### src/rtl/mwdma_pkg.sv
package mwdma_pkg;

   typedef enum logic [1:0] {
      ST_IDLE = 2'd0,
      ST_RUN  = 2'd1,
      ST_GAP  = 2'd2,
      ST_LAST = 2'd3
   } mw_state_e;

   localparam int unsigned LN_ACK = 0;
   localparam int unsigned LN_RD  = 1;
   localparam int unsigned LN_WR  = 2;
   localparam int unsigned LN_CS  = 3;
   localparam int unsigned LN_NUM = 4;

endpackage

### src/rtl/mwdma_sync.sv
module mwdma_sync #(
   parameter int unsigned WIDTH  = 1,
   parameter int unsigned STAGES = 2
) (
   input  logic             clk,
   input  logic             rst_n,
   input  logic [WIDTH-1:0] d,
   output logic [WIDTH-1:0] q
);
   generate
      if (STAGES < 2) begin : g_bad_stages
         $error("mwdma_sync: STAGES must be at least 2");
      end
      if (WIDTH < 1) begin : g_bad_width
         $error("mwdma_sync: WIDTH must be at least 1");
      end
   endgenerate

   logic [STAGES-1:0][WIDTH-1:0] chain_q;

   always_ff @(posedge clk or negedge rst_n) begin
      if (!rst_n) chain_q <= '0;
      else        chain_q <= {chain_q[STAGES-2:0], d};
   end

   assign q = chain_q[STAGES-1];
endmodule

### src/rtl/mwdma_edge.sv
module mwdma_edge #(
   parameter int unsigned WIDTH = 1
) (
   input  logic             clk,
   input  logic             rst_n,
   input  logic [WIDTH-1:0] lvl,
   output logic [WIDTH-1:0] rise,
   output logic [WIDTH-1:0] fall
);
   logic [WIDTH-1:0] prev_q;

   always_ff @(posedge clk or negedge rst_n) begin
      if (!rst_n) prev_q <= '0;
      else        prev_q <= lvl;
   end

   assign rise = lvl & ~prev_q;
   assign fall = ~lvl & prev_q;
endmodule

### src/rtl/mwdma_wordcnt.sv
module mwdma_wordcnt #(
   parameter int unsigned LEN_W = 16
) (
   input  logic             clk,
   input  logic             rst_n,
   input  logic             load,
   input  logic [LEN_W-1:0] load_val,
   input  logic             dec,
   output logic [LEN_W-1:0] remain,
   output logic             at_one
);
   logic [LEN_W-1:0] cnt_q;

   always_ff @(posedge clk or negedge rst_n) begin
      if (!rst_n)                 cnt_q <= '0;
      else if (load)              cnt_q <= load_val;
      else if (dec && cnt_q != 0) cnt_q <= cnt_q - LEN_W'(1);
   end

   assign remain = cnt_q;
   assign at_one = (cnt_q == LEN_W'(1));
endmodule

### src/rtl/mwdma_dev_ctrl.sv
module mwdma_dev_ctrl
   import mwdma_pkg::*;
#(
   parameter int unsigned DATA_W      = 16,
   parameter int unsigned LEN_W       = 16,
   parameter int unsigned SYNC_STAGES = 2,
   parameter bit          HOLD_REQ    = 1'b0,
   parameter int unsigned REARM_GAP   = 8
) (
   input  logic              clk,
   input  logic              rst_n,
   input  logic              xfer_start,
   input  logic              xfer_dir_rd,
   input  logic [LEN_W-1:0]  xfer_len,
   output logic              dma_req,
   input  logic              dma_ack_n,
   input  logic              rd_strobe_n,
   input  logic              wr_strobe_n,
   input  logic [1:0]        cs_n,
   input  logic [DATA_W-1:0] bus_din,
   output logic [DATA_W-1:0] bus_dout,
   output logic              bus_oe,
   input  logic [DATA_W-1:0] src_data,
   input  logic              src_empty,
   output logic              src_pop,
   output logic [DATA_W-1:0] snk_data,
   input  logic              snk_full,
   output logic              snk_push,
   output logic              done
);
   localparam int unsigned GAP_W = $clog2(REARM_GAP + 1) < 1 ? 1 : $clog2(REARM_GAP + 1);

   generate
      if (DATA_W < 1) begin : g_bad_data_w
         $error("mwdma_dev_ctrl: DATA_W must be at least 1");
      end
      if (LEN_W < 1) begin : g_bad_len_w
         $error("mwdma_dev_ctrl: LEN_W must be at least 1");
      end
      if (SYNC_STAGES < 2) begin : g_bad_sync
         $error("mwdma_dev_ctrl: SYNC_STAGES must be at least 2");
      end
      if (!HOLD_REQ && REARM_GAP < 1) begin : g_bad_gap
         $error("mwdma_dev_ctrl: REARM_GAP must be at least 1 when the request drops");
      end
   endgenerate

   // host pins turned active-high, then resynchronised
   logic [LN_NUM-1:0] pin_act;
   logic [LN_NUM-1:0] act_s;

   assign pin_act[LN_ACK] = ~dma_ack_n;
   assign pin_act[LN_RD]  = ~rd_strobe_n;
   assign pin_act[LN_WR]  = ~wr_strobe_n;
   assign pin_act[LN_CS]  = ~&cs_n;

   mwdma_sync #(.WIDTH(LN_NUM), .STAGES(SYNC_STAGES)) u_sync (
      .clk   (clk),
      .rst_n (rst_n),
      .d     (pin_act),
      .q     (act_s)
   );

   logic [2:0] e_lvl, e_rise, e_fall;
   assign e_lvl = {act_s[LN_ACK], act_s[LN_WR], act_s[LN_RD]};

   mwdma_edge #(.WIDTH(3)) u_edge (
      .clk   (clk),
      .rst_n (rst_n),
      .lvl   (e_lvl),
      .rise  (e_rise),
      .fall  (e_fall)
   );

   logic unused_ack_rise;
   assign unused_ack_rise = e_rise[2];

   mw_state_e st_q;
   logic      dir_rd_q;
   logic      done_q, pop_q, push_q;
   logic [DATA_W-1:0] wr_hold_q, push_data_q;

   logic       in_xfer, ack_on, cs_ok, qual;
   logic       lead_evt, trail_evt, xfer_evt, last_go, rel_go, gap_end;
   logic       path_ready, cnt_load, at_one;
   logic [LEN_W-1:0] remain;

   assign in_xfer    = (st_q == ST_RUN) || (st_q == ST_LAST);
   assign ack_on     = act_s[LN_ACK];
   assign cs_ok      = ~act_s[LN_CS];
   assign qual       = in_xfer & ack_on & cs_ok;
   assign lead_evt   = dir_rd_q ? e_rise[0] : e_rise[1];
   assign trail_evt  = dir_rd_q ? e_fall[0] : e_fall[1];
   assign xfer_evt   = qual & trail_evt;
   assign last_go    = (st_q == ST_RUN) & qual & lead_evt & at_one;
   assign path_ready = dir_rd_q ? ~src_empty : ~snk_full;
   assign cnt_load   = (st_q == ST_IDLE) & xfer_start & (xfer_len != '0);

   mwdma_wordcnt #(.LEN_W(LEN_W)) u_cnt (
      .clk      (clk),
      .rst_n    (rst_n),
      .load     (cnt_load),
      .load_val (xfer_len),
      .dec      (xfer_evt),
      .remain   (remain),
      .at_one   (at_one)
   );

   logic unused_remain;
   assign unused_remain = ^remain;

   // release handling variant
   generate
      if (HOLD_REQ) begin : g_hold
         logic unused_ack_fall;
         assign unused_ack_fall = e_fall[2];
         assign rel_go  = 1'b0;
         assign gap_end = 1'b1;
      end else begin : g_drop
         logic [GAP_W-1:0] gap_q;
         assign rel_go = (st_q == ST_RUN) & e_fall[2];
         always_ff @(posedge clk or negedge rst_n) begin
            if (!rst_n)                           gap_q <= '0;
            else if (rel_go)                      gap_q <= GAP_W'(REARM_GAP);
            else if (st_q == ST_GAP && gap_q != 0) gap_q <= gap_q - GAP_W'(1);
         end
         assign gap_end = (gap_q == '0);
      end
   endgenerate

   always_ff @(posedge clk or negedge rst_n) begin
      if (!rst_n) begin
         st_q     <= ST_IDLE;
         dir_rd_q <= 1'b0;
         done_q   <= 1'b0;
         pop_q    <= 1'b0;
         push_q   <= 1'b0;
      end else begin
         done_q <= 1'b0;
         pop_q  <= xfer_evt & dir_rd_q;
         push_q <= xfer_evt & ~dir_rd_q;
         unique case (st_q)
            ST_IDLE: begin
               if (xfer_start) begin
                  if (xfer_len == '0) begin
                     done_q <= 1'b1;
                  end else begin
                     dir_rd_q <= xfer_dir_rd;
                     st_q     <= ST_RUN;
                  end
               end
            end
            ST_RUN: begin
               if (last_go)     st_q <= ST_LAST;
               else if (rel_go) st_q <= ST_GAP;
            end
            ST_GAP: begin
               if (gap_end) st_q <= ST_RUN;
            end
            ST_LAST: begin
               if (xfer_evt) begin
                  st_q   <= ST_IDLE;
                  done_q <= 1'b1;
               end
            end
            default: st_q <= ST_IDLE;
         endcase
      end
   end

   // write data: hold the bus word while the synchronised strobe is active
   always_ff @(posedge clk or negedge rst_n) begin
      if (!rst_n) begin
         wr_hold_q   <= '0;
         push_data_q <= '0;
      end else begin
         if (act_s[LN_WR])            wr_hold_q   <= bus_din;
         if (xfer_evt && !dir_rd_q)   push_data_q <= wr_hold_q;
      end
   end

   logic busy;
   assign busy = (st_q != ST_IDLE);

   assign dma_req  = (st_q == ST_RUN) & path_ready;
   assign bus_oe   = in_xfer & dir_rd_q & ~dma_ack_n;
   assign bus_dout = src_data;
   assign src_pop  = pop_q;
   assign snk_push = push_q;
   assign snk_data = push_data_q;
   assign done     = done_q;
endmodule

### config.mk
export PLATFORM = sky130hd
export DESIGN_NAME = mwdma_dev_ctrl
export DESIGN_NICKNAME = d
export VERILOG_FILES = /design/src/rtl/mwdma_pkg.sv /design/src/rtl/mwdma_sync.sv /design/src/rtl/mwdma_edge.sv /design/src/rtl/mwdma_wordcnt.sv /design/src/rtl/mwdma_dev_ctrl.sv
export SDC_FILE = /design/constraint.sdc
export NUM_CORES = 1
export LEC_CHECK = 0
export ABC_AREA = 1
export BUFFER_PORTS_ARGS = -buffer_cell sky130_fd_sc_hd__buf_2
export CAP_MARGIN = 20
export CORE_UTILIZATION = 48
export CTS_CLUSTER_SIZE = 28
export DETAILED_ROUTE_END_ITERATION = 8
export GPL_ROUTABILITY_DRIVEN = 0
export GPL_TIMING_DRIVEN = 0
export PLACE_DENSITY = 0.76
export SETUP_SLACK_MARGIN = 0.4
export SYNTH_ARGS = -nofsm -noshare
export SYNTH_HDL_FRONTEND = slang
export SYNTH_HIERARCHICAL = 1
export SYNTH_SLANG_ARGS = --single-unit
### constraint.sdc
create_clock -name clk -period 1.8 [get_ports clk]
set_input_delay 0.09 -clock clk [delete_from_list [all_inputs] [get_ports clk]]
set_output_delay 0.09 -clock clk [all_outputs]
set_load 0.01 [all_outputs]
==> flow_metrics.tcl <==
set metrics [dict create \
    rsz0062_at_grt "true" \
    whs_path_depth 5 \
    r2r-end "st_q[0]$_DFFE_PN0P_" \
    drive_above_1_share 0.386 \
    nets 679 \
    syn_area_mm2 0.00370 \
    setup_violations 0 \
    area_delta_synth_final_pct 42.2 \
    status "complete, no violations" \
    syn_avg_cell_area_um2 8.14 \
    floorplan.initialDensity 0.502 \
    power_per_cell_area_mw_per_mm2 1370 \
    min_to "u_cnt/remain[6]$_DFFE_PN0P_" \
    r2r-start "u_cnt/remain[9]$_DFFE_PN0P_" \
    ys_warn_count 6 \
    crit_top_cell "nand2_1" \
    syn_nets 522 \
    tightest_slew_ns 0.872 \
    hold_path.class "in -> reg" \
    dieHeight_um 89.8 \
    reg2reg_depth 10 \
    clock_skew_ns 0.0130 \
    r2r_setup_slack_ns 0.03 \
    grt-ovfl-total 0 \
    drt_iter0_drc 161 \
    hold_viol 0 \
    numCtsBuffers 9 \
    crit_required_ns 2.03 \
    grt_pass1_wl_um 15700 \
    drt-pass1-iter-count 5 \
    cts.sinks 69 \
    finalMaxSlewViolations 0 \
    total_power_mw 7.20 \
    row_count 31 \
    routed_via_density 5.04 \
    ir_worst_vdd_v 0.000793 \
    num_vias 3609 \
    min_from "xfer_len[6]" \
    critPathMaxFanout 3 \
    critPathKind "reg -> reg" \
    cts_tree "yes" \
    drc 0 \
    cp_cell_sequence "nor2_4 > nand2_4 > nor4_4 > nand2_1 > nor2_1 > nand2_1 > nand2_2 > nand3_2 > o21bai_1 > nand2_1" \
    highest_layer "met4" \
    clock-root-buffer "clkbuf_8" \
    arrival_ns 2.00 \
    routed-wl-met2_um 5040 \
    h-tree-depth 3 \
    port_buffers 79 \
    crit_path_start_kind "flip-flop" \
    relSlewSlack 0.419 \
    end_kind "flip-flop" \
    core_area_mm2 0.00737 \
    cp_slowest_cell "dfrtp_2" \
    grt_util_all_layers 0.244 \
    fin_hold_ws_ns 0.0441 \
    dp.final_hpwl_um 5760 \
    pin_count 96 \
    finalCritPeriodShare 0.984 \
    p_leak_nw 2.71 \
    wirelength_met1_um 3710 \
    clock_latency_ns 0.36 \
    path_clk_slew_ns 0.08 \
    path_buf_inv 0 \
    max-cap-violations 0 \
    dieArea_mm2 0.00807 \
    die_x_um 89.8 \
    grt_pass1_vias 3464 \
    wl_met3_um 756 \
    wl_per_cell_um 13.6 \
    fin_crit_ns 1.77 \
    critical-path-top-delay-family "simple AND/OR/NAND/NOR gates" \
    antenna_cells 0 \
    cpPeakStageDelay_ns 0.44 \
    max_freq_mhz 564 \
    ant_nets 0 \
    synth_cells 455 \
    grt_max_degree 70 \
    antenna_found_initial 0 \
    wl_um 9700 \
    cts.path.max_buffers 2 \
]
tightest hold or removal path: stages:
cell	delay, ns
buf_2	0.09
nand2_1	0.04
nand2_1	0.05
nand2_1	0.04
nand2_1	0.05
how the worst max path moves through the flow:
stage | from | to | depth (start not counted)
floorplan | st_q[1]$_DFFE_PN0P_ | u_cnt/remain[1]$_DFFE_PN0P_ | 11
global placement | u_cnt/remain[8]$_DFFE_PN0P_ | st_q[0]$_DFFE_PN0P_ | 10
detailed placement | u_cnt/remain[8]$_DFFE_PN0P_ | st_q[0]$_DFFE_PN0P_ | 10
CTS | st_q[0]$_DFFE_PN0P_ | u_cnt/remain[6]$_DFFE_PN0P_ | 10
global route | u_cnt/remain[11]$_DFFE_PN0P_ | st_q[0]$_DFFE_PN0P_ | 10
finish | u_cnt/remain[9]$_DFFE_PN0P_ | st_q[0]$_DFFE_PN0P_ | 10
per-layer routing:
| metal | global-route usage | vias up |
|---|---|---|
| met5 | 0 | - |
| met4 | 0.0861 | 0 |
| met3 | 0.0567 | 23 |
| met2 | 0.433 | 154 |
| met1 | 0.288 | 1704 |
| li1 | - | 1728 |
power breakdown:
group | internal (mW) | switching [mW]
clock network | 0.653 | 0.653
registers | 2.02 | 0.390
logic | 1.52 | 1.96
total | 4.19 | 3.01
per-stage QoR:
step	instances	util	worst slack, ns	instance area [µm²]	setup TNS (ns)
6_report	716	0.715	0.0283	5270	0
5_1_grt	716	0.715	-0.0929	5270	-0.583
4_1_cts	705	0.686	0.110	5060	0
3_5_place_dp	633	0.580	-0.141	4280	-0.582
3_3_place_gp	633	0.580	-0.134	4270	-0.328
2_1_floorplan	455	-	0.189	3750	0
state kept, by name (all words and copies together), names as in the netlist:
signal,count
snk_data,16
u_cnt/remain,16
wr_hold_q,16
g_drop.gap_q,4
u_sync/chain_q,4
u_sync/q,4
u_edge/prev_q,3
st_q,2
dir_rd_q,1
done,1
snk_push,1
src_pop,1
cells in the final DEF (no fill, tap or decap), drive strengths merged:
cell type	n
nand2	151
dfrtp	69
dlygate4sd3	31
nand4	3
o21bai	5
nor2	58
clkinvlp	3
nand3	28
nor4	1
ha	8
o21ai	24
a21oi	10
clkbuf	12
xor2	1
o21a	10
clkinv	2
mux2	6
nand3b	7
nor3	2
inv	41
buf	142
or2	1
bufinv	1
xnor2	1
area by class of cell:
type                            count  area (µm²)
Sequential cell                    69        1730
Timing Repair Buffer              145        1020
Clock buffer                       10         128
Inverter                           41         158
Clock inverter                      6        71.3
Multi-Input combinational cell    316        1800
Buffer                             30         234
Tap cell                           99         124
Fill cell                         569        2100
timing repair:
| action | 4_1_cts | 5_1_grt |
|---|---|---|
| endpoints found under the hold margin | 98 | 0 |
| hold buffers | 31 | 0 |
| gates cloned | 2 | 1 |
| setup buffers | 23 | 10 |
| setup endpoints to repair | 50 | 51 |
| gates resized for setup | 27 | 43 |
| pin swaps | 15 | 19 |
No activity file was read; power rests on OpenSTA's default activity.
